==> config.mk <==
export PLATFORM = sky130hd
export DESIGN_NAME = tlb_fill_unit
export DESIGN_NICKNAME = d
export VERILOG_FILES = /design/src/rtl/tlbf_pkg.sv /design/src/rtl/tlbf_ctrl.sv /design/src/rtl/tlbf_array.sv /design/src/rtl/tlb_fill_unit.sv
export SDC_FILE = /design/constraint.sdc
export NUM_CORES = 1
export LEC_CHECK = 0
export BUFFER_PORTS_ARGS = -buffer_cell sky130_fd_sc_hd__buf_2
export CAP_MARGIN = 10
export CORE_UTILIZATION = 35
export CTS_CLUSTER_SIZE = 28
export DETAILED_ROUTE_END_ITERATION = 16
export HOLD_SLACK_MARGIN = 0.1
export PLACE_DENSITY_LB_ADDON = 0.1
export SETUP_SLACK_MARGIN = 0.3
export SLEW_MARGIN = 40
export SYNTH_ARGS = -nofsm -noshare
export SYNTH_HDL_FRONTEND = slang
export SYNTH_SLANG_ARGS = --single-unit
==> constraint.sdc <==
create_clock -name clk -period 11 [get_ports clk]
set_clock_uncertainty 0.15 [all_clocks]
set_input_delay 0 -clock clk [delete_from_list [all_inputs] [get_ports clk]]
set_output_delay 0 -clock clk [all_outputs]
set_load 0.01 [all_outputs]
==> src/rtl/tlbf_pkg.sv <==
package tlbf_pkg;

    localparam int WORD_W   = 64;
    localparam int PFN_W    = 27;
    localparam int ASID_W   = 7;
    localparam int PERM_W   = 4;
    localparam int GH_W     = 2;

    localparam int PFN_LSB  = 32;
    localparam int RE_LSB   = 8;
    localparam int WE_LSB   = 12;
    localparam int FOR_BIT  = 1;
    localparam int FOW_BIT  = 2;
    localparam int GLB_BIT  = 4;
    localparam int GH_LSB   = 5;
    localparam int ASID_LSB = 57;

    typedef enum logic [2:0] {
        REG_STAGE      = 3'd0,
        REG_TAG        = 3'd1,
        REG_ASID       = 3'd2,
        REG_FLUSH_ALL  = 3'd3,
        REG_FLUSH_PROC = 3'd4,
        REG_FLUSH_ONE  = 3'd5
    } reg_sel_e;

    typedef enum logic [1:0] {
        ST_EMPTY = 2'd0,
        ST_ARMED = 2'd1,
        ST_FAULT = 2'd2
    } fill_st_e;

    typedef struct packed {
        logic [PFN_W-1:0]  pfn;
        logic [PERM_W-1:0] rd_ok;
        logic [PERM_W-1:0] wr_ok;
        logic              flt_rd;
        logic              flt_wr;
        logic              glb;
    } pte_t;

    function automatic pte_t unpack_pte(input logic [WORD_W-1:0] w);
        pte_t p;
        p.pfn    = w[PFN_LSB +: PFN_W];
        p.rd_ok  = w[RE_LSB +: PERM_W];
        p.wr_ok  = w[WE_LSB +: PERM_W];
        p.flt_rd = w[FOR_BIT];
        p.flt_wr = w[FOW_BIT];
        p.glb    = w[GLB_BIT];
        return p;
    endfunction

    function automatic logic [WORD_W-1:0] pack_view(input pte_t p,
                                                    input logic [ASID_W-1:0] a);
        logic [WORD_W-1:0] w;
        w = '0;
        w = w | (WORD_W'(p.pfn)   << PFN_LSB);
        w = w | (WORD_W'(p.rd_ok) << RE_LSB);
        w = w | (WORD_W'(p.wr_ok) << WE_LSB);
        w = w | (WORD_W'(p.flt_rd) << FOR_BIT);
        w = w | (WORD_W'(p.flt_wr) << FOW_BIT);
        w = w | (WORD_W'(p.glb)    << GLB_BIT);
        w = w | (WORD_W'(a)        << ASID_LSB);
        return w;
    endfunction

endpackage

==> src/rtl/tlbf_ctrl.sv <==
module tlbf_ctrl
    import tlbf_pkg::*;
#(
    parameter int TAG_W   = 30,
    parameter int TAG_LSB = 13
) (
    input  logic              clk,
    input  logic              rst_n,
    input  logic              wr_en,
    input  logic [2:0]        wr_sel,
    input  logic [WORD_W-1:0] wr_data,
    input  logic [2:0]        rd_sel,
    output logic [WORD_W-1:0] rd_data,
    output pte_t              staged_pte,
    output logic [ASID_W-1:0] cur_asid,
    output logic              commit,
    output logic [TAG_W-1:0]  addr_tag,
    output logic              flush_all,
    output logic              flush_proc,
    output logic              flush_one,
    output logic              fill_err
);

    fill_st_e          state_q, state_d;
    logic [WORD_W-1:0] staged_q;
    logic [WORD_W-1:0] tag_raw_q;
    logic [WORD_W-1:0] one_raw_q;
    logic [ASID_W-1:0] asid_q;

    logic stage_wr, tag_wr, asid_wr, one_wr;
    logic hint_bad;

    always_comb begin
        stage_wr   = wr_en && (wr_sel == REG_STAGE);
        tag_wr     = wr_en && (wr_sel == REG_TAG);
        asid_wr    = wr_en && (wr_sel == REG_ASID);
        one_wr     = wr_en && (wr_sel == REG_FLUSH_ONE);
        hint_bad   = |staged_q[GH_LSB +: GH_W];
    end

    // next-state logic
    always_comb begin
        state_d = state_q;
        unique case (state_q)
            ST_EMPTY: begin
                if (stage_wr) state_d = ST_ARMED;           // arm
            end
            ST_ARMED, ST_FAULT: begin
                if (tag_wr && hint_bad) state_d = ST_FAULT; // reject
                else                    state_d = ST_ARMED; // commit / recover
            end
            default: state_d = ST_EMPTY;
        endcase
    end

    // state register
    always_ff @(posedge clk) begin
        if (!rst_n) state_q <= ST_EMPTY;
        else        state_q <= state_d;
    end

    // control registers
    always_ff @(posedge clk) begin
        if (!rst_n) begin
            staged_q  <= '0;
            tag_raw_q <= '0;
            one_raw_q <= '0;
            asid_q    <= '0;
        end else begin
            if (stage_wr) staged_q  <= wr_data;
            if (tag_wr)   tag_raw_q <= wr_data;
            if (one_wr)   one_raw_q <= wr_data;
            if (asid_wr)  asid_q    <= wr_data[ASID_LSB +: ASID_W];
        end
    end

    // outputs
    always_comb begin
        staged_pte = unpack_pte(staged_q);
        cur_asid   = asid_q;
        addr_tag   = wr_data[TAG_LSB +: TAG_W];
        commit     = tag_wr && (state_q != ST_EMPTY) && !hint_bad;
        flush_all  = wr_en && (wr_sel == REG_FLUSH_ALL);
        flush_proc = wr_en && (wr_sel == REG_FLUSH_PROC);
        flush_one  = one_wr;
        fill_err   = (state_q == ST_FAULT);
        unique case (rd_sel)
            REG_STAGE:     rd_data = pack_view(staged_pte, asid_q);
            REG_TAG:       rd_data = tag_raw_q;
            REG_ASID:      rd_data = WORD_W'(asid_q) << ASID_LSB;
            REG_FLUSH_ONE: rd_data = one_raw_q;
            default:       rd_data = '0;
        endcase
    end

endmodule

==> src/rtl/tlbf_array.sv <==
module tlbf_array
    import tlbf_pkg::*;
#(
    parameter int ENTRIES = 8,
    parameter int TAG_W   = 30,
    parameter int PTR_W   = (ENTRIES > 1) ? $clog2(ENTRIES) : 1
) (
    input  logic              clk,
    input  logic              rst_n,
    input  logic              commit,
    input  logic [TAG_W-1:0]  addr_tag,
    input  pte_t              staged_pte,
    input  logic [ASID_W-1:0] cur_asid,
    input  logic              flush_all,
    input  logic              flush_proc,
    input  logic              flush_one,
    input  logic [PTR_W-1:0]  probe_idx,
    output logic              probe_valid,
    output logic [TAG_W-1:0]  probe_tag,
    output logic [WORD_W-1:0] probe_word,
    output logic [ENTRIES-1:0] valid_vec,
    output logic [ENTRIES-1:0] glb_vec,
    output logic [PTR_W-1:0]  rr_ptr
);

    localparam logic [PTR_W-1:0] LAST = PTR_W'(ENTRIES - 1);

    logic [ENTRIES-1:0] valid_q;
    logic [TAG_W-1:0]   tag_q  [ENTRIES];
    logic [ASID_W-1:0]  asid_q [ENTRIES];
    pte_t               pte_q  [ENTRIES];
    logic [PTR_W-1:0]   ptr_q;

    // round-robin fill pointer
    always_ff @(posedge clk) begin
        if (!rst_n)      ptr_q <= '0;
        else if (commit) ptr_q <= (ptr_q == LAST) ? '0 : ptr_q + 1'b1;
    end

    for (genvar g = 0; g < ENTRIES; g++) begin : g_slot
        logic hit_one;
        logic fill_me;
        always_comb begin
            hit_one = valid_q[g] && (tag_q[g] == addr_tag) &&
                      (pte_q[g].glb || (asid_q[g] == cur_asid));
            fill_me = commit && (ptr_q == PTR_W'(g));
        end

        always_ff @(posedge clk) begin
            if (!rst_n) begin
                valid_q[g] <= 1'b0;
                tag_q[g]   <= '0;
                asid_q[g]  <= '0;
                pte_q[g]   <= '0;
            end else begin
                if (flush_all)                      valid_q[g] <= 1'b0;
                else if (flush_proc && !pte_q[g].glb) valid_q[g] <= 1'b0;
                else if (flush_one && hit_one)      valid_q[g] <= 1'b0;
                if (fill_me) begin
                    valid_q[g] <= 1'b1;
                    tag_q[g]   <= addr_tag;
                    asid_q[g]  <= cur_asid;
                    pte_q[g]   <= staged_pte;
                end
            end
        end

        assign glb_vec[g] = pte_q[g].glb;
    end

    always_comb begin
        valid_vec = valid_q;
        rr_ptr    = ptr_q;
        if (int'(probe_idx) < ENTRIES) begin
            probe_valid = valid_q[probe_idx];
            probe_tag   = tag_q[probe_idx];
            probe_word  = pack_view(pte_q[probe_idx], asid_q[probe_idx]);
        end else begin
            probe_valid = 1'b0;
            probe_tag   = '0;
            probe_word  = '0;
        end
    end

endmodule

==> src/rtl/tlb_fill_unit.sv <==
module tlb_fill_unit
    import tlbf_pkg::*;
#(
    parameter int ENTRIES = 8,
    parameter int TAG_W   = 30,
    parameter int TAG_LSB = 13,
    parameter int PTR_W   = (ENTRIES > 1) ? $clog2(ENTRIES) : 1
) (
    input  logic               clk,
    input  logic               rst_n,
    input  logic               wr_en,
    input  logic [2:0]         wr_sel,
    input  logic [63:0]        wr_data,
    input  logic [2:0]         rd_sel,
    output logic [63:0]        rd_data,
    input  logic [PTR_W-1:0]   probe_idx,
    output logic               probe_valid,
    output logic [TAG_W-1:0]   probe_tag,
    output logic [63:0]        probe_word,
    output logic               fill_err
);

    pte_t               staged_pte;
    logic [ASID_W-1:0]  cur_asid;
    logic               commit;
    logic [TAG_W-1:0]   addr_tag;
    logic               flush_all, flush_proc, flush_one;
    logic [ENTRIES-1:0] valid_vec;
    logic [ENTRIES-1:0] glb_vec;
    logic [PTR_W-1:0]   rr_ptr;

    tlbf_ctrl #(
        .TAG_W   (TAG_W),
        .TAG_LSB (TAG_LSB)
    ) u_ctrl (
        .clk        (clk),
        .rst_n      (rst_n),
        .wr_en      (wr_en),
        .wr_sel     (wr_sel),
        .wr_data    (wr_data),
        .rd_sel     (rd_sel),
        .rd_data    (rd_data),
        .staged_pte (staged_pte),
        .cur_asid   (cur_asid),
        .commit     (commit),
        .addr_tag   (addr_tag),
        .flush_all  (flush_all),
        .flush_proc (flush_proc),
        .flush_one  (flush_one),
        .fill_err   (fill_err)
    );

    tlbf_array #(
        .ENTRIES (ENTRIES),
        .TAG_W   (TAG_W),
        .PTR_W   (PTR_W)
    ) u_array (
        .clk         (clk),
        .rst_n       (rst_n),
        .commit      (commit),
        .addr_tag    (addr_tag),
        .staged_pte  (staged_pte),
        .cur_asid    (cur_asid),
        .flush_all   (flush_all),
        .flush_proc  (flush_proc),
        .flush_one   (flush_one),
        .probe_idx   (probe_idx),
        .probe_valid (probe_valid),
        .probe_tag   (probe_tag),
        .probe_word  (probe_word),
        .valid_vec   (valid_vec),
        .glb_vec     (glb_vec),
        .rr_ptr      (rr_ptr)
    );

endmodule

==> impl_metrics.csv <==
group,metric,value,unit
timing,tightest_slew,960,ps
critical_path,cp.arrival,4200,ps
global_routing,grt_first_pass_wirelength,186000,um
clocking,ctsRootBufferMaster,"clkbuf_16",
die,coreArea,109000,sq um
synth,yosysTopAreaCellShare,0.463,
synth,synth_largest_area_cell,"edfxtp_1",
critical_path,cp_cell_sequence,"dlygate4sd3_1 -> buf_2 -> nand4bb_4 -> dlygate4sd3_1 -> buf_6 -> nor4_4 -> and4_2 -> buf_4 -> and2_1",
status,outcome,"finished, final reports clean",
power_and_ir_drop,power.internal,5280,uW
critical_path,required,11370,ps
routing,post_drt_wl_per_cell,26.4,um
clocking,htreeDepth,3,
critical_path,slowest_stage,"and4_2",
timing,min_period_over_period,0.349,
critical_path,reg2reg_to,"u_array.tag_q[6][7]",
timing,hold_violations,0,
place,placed_cell_area,41200,sq um
power_and_ir_drop,clockPowerShare,0.437,
power_and_ir_drop,switching_share,0.244,
final_layout,num-nets-final,3427,
power_and_ir_drop,pwr_density_cell,154,nW/um^2
critical_path,r2r_setup_slack,7170,ps
timing,setup_viol,0,
global_routing,grt_overflow,0,
clocking,clk_path_buf_depth,3,
die,dieArea,112000,sq um
final_layout,final_util,0.414,
power_and_ir_drop,switchingPower,1700,uW
synth,syn_area_per_cell,12.3,sq um
die,ioPinCount,236,
hold_path,hold_path.class,"input port to flip-flop",
power_and_ir_drop,ir_worst_vdd,0.0996,mV
synth,yosysSeqAreaShare,0.560,
die,die_w,335,um
final_layout,area_delta_synth_final,16.4,%
routing,ant_nets,0,
critical_path,endpoint_kind,"flip-flop",
critical_path,cp_max_fo,66,
routing,via_per_inst,5.29,
clocking,cts_resized,0,
routing,postRouteWirelength,129000,um
global_routing,grt_max_degree,114,
place,dp_hpwl,80900,um
timing,setup_tns,0,ps
clocking,tritoncts,"done",
die,num_rows,121,
routing,drt_iter0_markers,2358,
routing,num_vias,25900,
global_routing,grt_pass1_vias,25900,
place,gp_congestion,0.836,
die,start_util,0.355,
final_layout,final_common_cell,"edfxtp_1",
critical_path,cp-startpoint,"wr_sel[2]",
flow_run,cap_viol_max_count,0,
critical_path,crit_path_end,"u_array.tag_q[6][7]",
timing,post-route-min-period,3830,ps
critical_path,critical_path.max_stage_delay,720,ps
routing,drt_pass1_iterations,7,
timing,slew_viol_final,0,
critical_path,reg2reg_depth,6,
synth,synthCells,3167,
place,io_buffers,214,
synth,synth.cell_area,38900,sq um
power_and_ir_drop,p_comb_frac,0.085,
timing,max_slew_margin,0.354,
critical_path,startpoint_type,"input port",
die,die_h,335,um
critical_path,reg2reg_from,"u_array.rr_ptr[0]",
critical_path,worst-setup-path-type,"input port to flip-flop",
synth,ys_types,41,
clocking,clk_latency,660,ps
power_and_ir_drop,p_leak,0.0176,uW
final_layout,final_cell_mix,"edfxtp_1, and2_1, nand2_1",
clocking,path_clk_slew,60,ps
final_layout,drive_above_1_share,0.188,
routing,post-route-drc-count,0,
power_and_ir_drop,sequentialPowerShare,0.478,
global_routing,antenna_found_initial,7,
clocking,numCtsBuffers,91,
timing,rsz0062_at_grt,"no",
timing,max_freq,0.261,GHz
synth,synth_area_leaders,"edfxtp_1, dfxtp_1, mux4_2, xor2_1, and2_1",
critical_path,cpMostUsedCell,"dlygate4sd3_1",
final_layout,finalInstanceArea,45300,sq um
global_routing,track_usage,0.228,
clocking,numClockSinks,788,
synth,synth_warnings,0,
synth,yosys_register_bits,788,
Yosys cell counts:
cell type  count
o21ai_0       10
o211ai_1       8
ha_1           9
nor4_4         1
buf_4         22
edfxtp_1     600
o211a_1        1
nand2_1      364
a21boi_0     170
nor3_1        24
buf_2         29
xor2_1       272
nand4bb_4      1
nor2b_1       16
and2_1       378
nand4b_1       1
inv_1          6
and3_1       229
a21oi_1       55
conb_1         1
buf_6         11
nor4b_1        1
and4_1         3
and3b_1        1
nor3_2         1
mux4_2       146
mux2_2        72
nor2_1       109
nor4b_2        1
nor4_1        64
clkbuf_1     209
xnor2_1       25
buf_1         25
nand4_1       16
nand3_1        5
clkbuf_2      14
a41oi_1        8
nand3b_1       1
o21bai_1       5
mux2i_1       65
dfxtp_1      188
final cells by class:
class | count | area [sq um]
fill | 10200 | 64200
antenna | 5 | 12.5
sequential | 788 | 21800
multi-input combinational | 2083 | 15900
clock inverter | 48 | 457
inverter | 6 | 22.5
timing repair buffer | 372 | 2720
clock buffer | 120 | 2510
tap | 1476 | 1850
power groups by stage:
stage	Sequential (uW)	Combinational, uW	Clock, uW
5_1_grt	3350	630	3220
2_1_floorplan	3380	345	0
3_5_place_dp	3400	568	0
6_report	3340	592	3050
3_3_place_gp	3400	560	0
4_1_cts	3340	600	3110
metal layers:
layer | share of wire | GRT usage | wire [um] | vias up
li1 | - | - | - | 11600
met1 | 0.47 | 0.330 | 60400 | 13400
met2 | 0.46 | 0.356 | 58900 | 788
met3 | 0.064 | 0.0420 | 8280 | 113
met4 | 0.014 | 0.0454 | 1760 | 0
met5 | 0 | 0 | 0 | -
cell families after synthesis:
family	synth area share
and+or+nand+nor	0.166
DFF	0.560
buffers and inverters	0.0361
xor gates and xnor gates	0.0669
muxes	0.122
AOI/OAI and AO/OA	0.0458
adders and majority gates	0.00290
other	0.0000964
through the flow:
stage / setup WS [ps] / cells / total power [uW] / hold slack (ps)
after floorplan: 7290 / 3187 / 3730 / -5.08
after global routing: 7010 / 4894 / 7190 / 220
after CTS: 7080 / 4893 / 7050 / 184
final: 7170 / 4898 / 6980 / 219
after global placement: 7070 / 4609 / 3960 / 119
after detailed placement: 7150 / 4614 / 3970 / 130
flip-flops by register name (all words and copies together) (netlist names), 3 cells and up:
register / cells
u_array.pte_q: 304
u_array.rr_ptr: 3
u_ctrl.staged_q: 40
u_array.asid_q: 56
u_ctrl.cur_asid: 7
u_ctrl.one_raw_q: 64
u_array.valid_vec: 8
u_ctrl.tag_raw_q: 64
u_array.tag_q: 240
worst min-delay path by stage:
stage | start | to | slack (ps) | cells past startpoint
after global routing | rst_n | u_ctrl.tag_raw_q[39] | 220 | 3
after detailed placement | wr_data[0] | u_ctrl.one_raw_q[0] | 130 | 3
after floorplan | wr_data[0] | u_ctrl.one_raw_q[0] | -5 | 2
final | rst_n | u_ctrl.tag_raw_q[39] | 220 | 3
after global placement | wr_data[0] | u_ctrl.one_raw_q[0] | 120 | 3
after CTS | wr_data[17] | u_ctrl.one_raw_q[17] | 180 | 4
critical path: cells and delay by family:
| family | cells | cell delay, ps |
|---|---|---|
| buffers and inverters | 5 | 2240 |
| AND/OR/NAND/NOR | 4 | 1820 |
timing repair:
item                                    4_1_cts  5_1_grt
endpoints found under the setup margin        0        0
endpoints found under the hold margin       471        0
setup buffers                                 0        0
hold buffers                                111        0
Power figures use the tool's default switching activity.
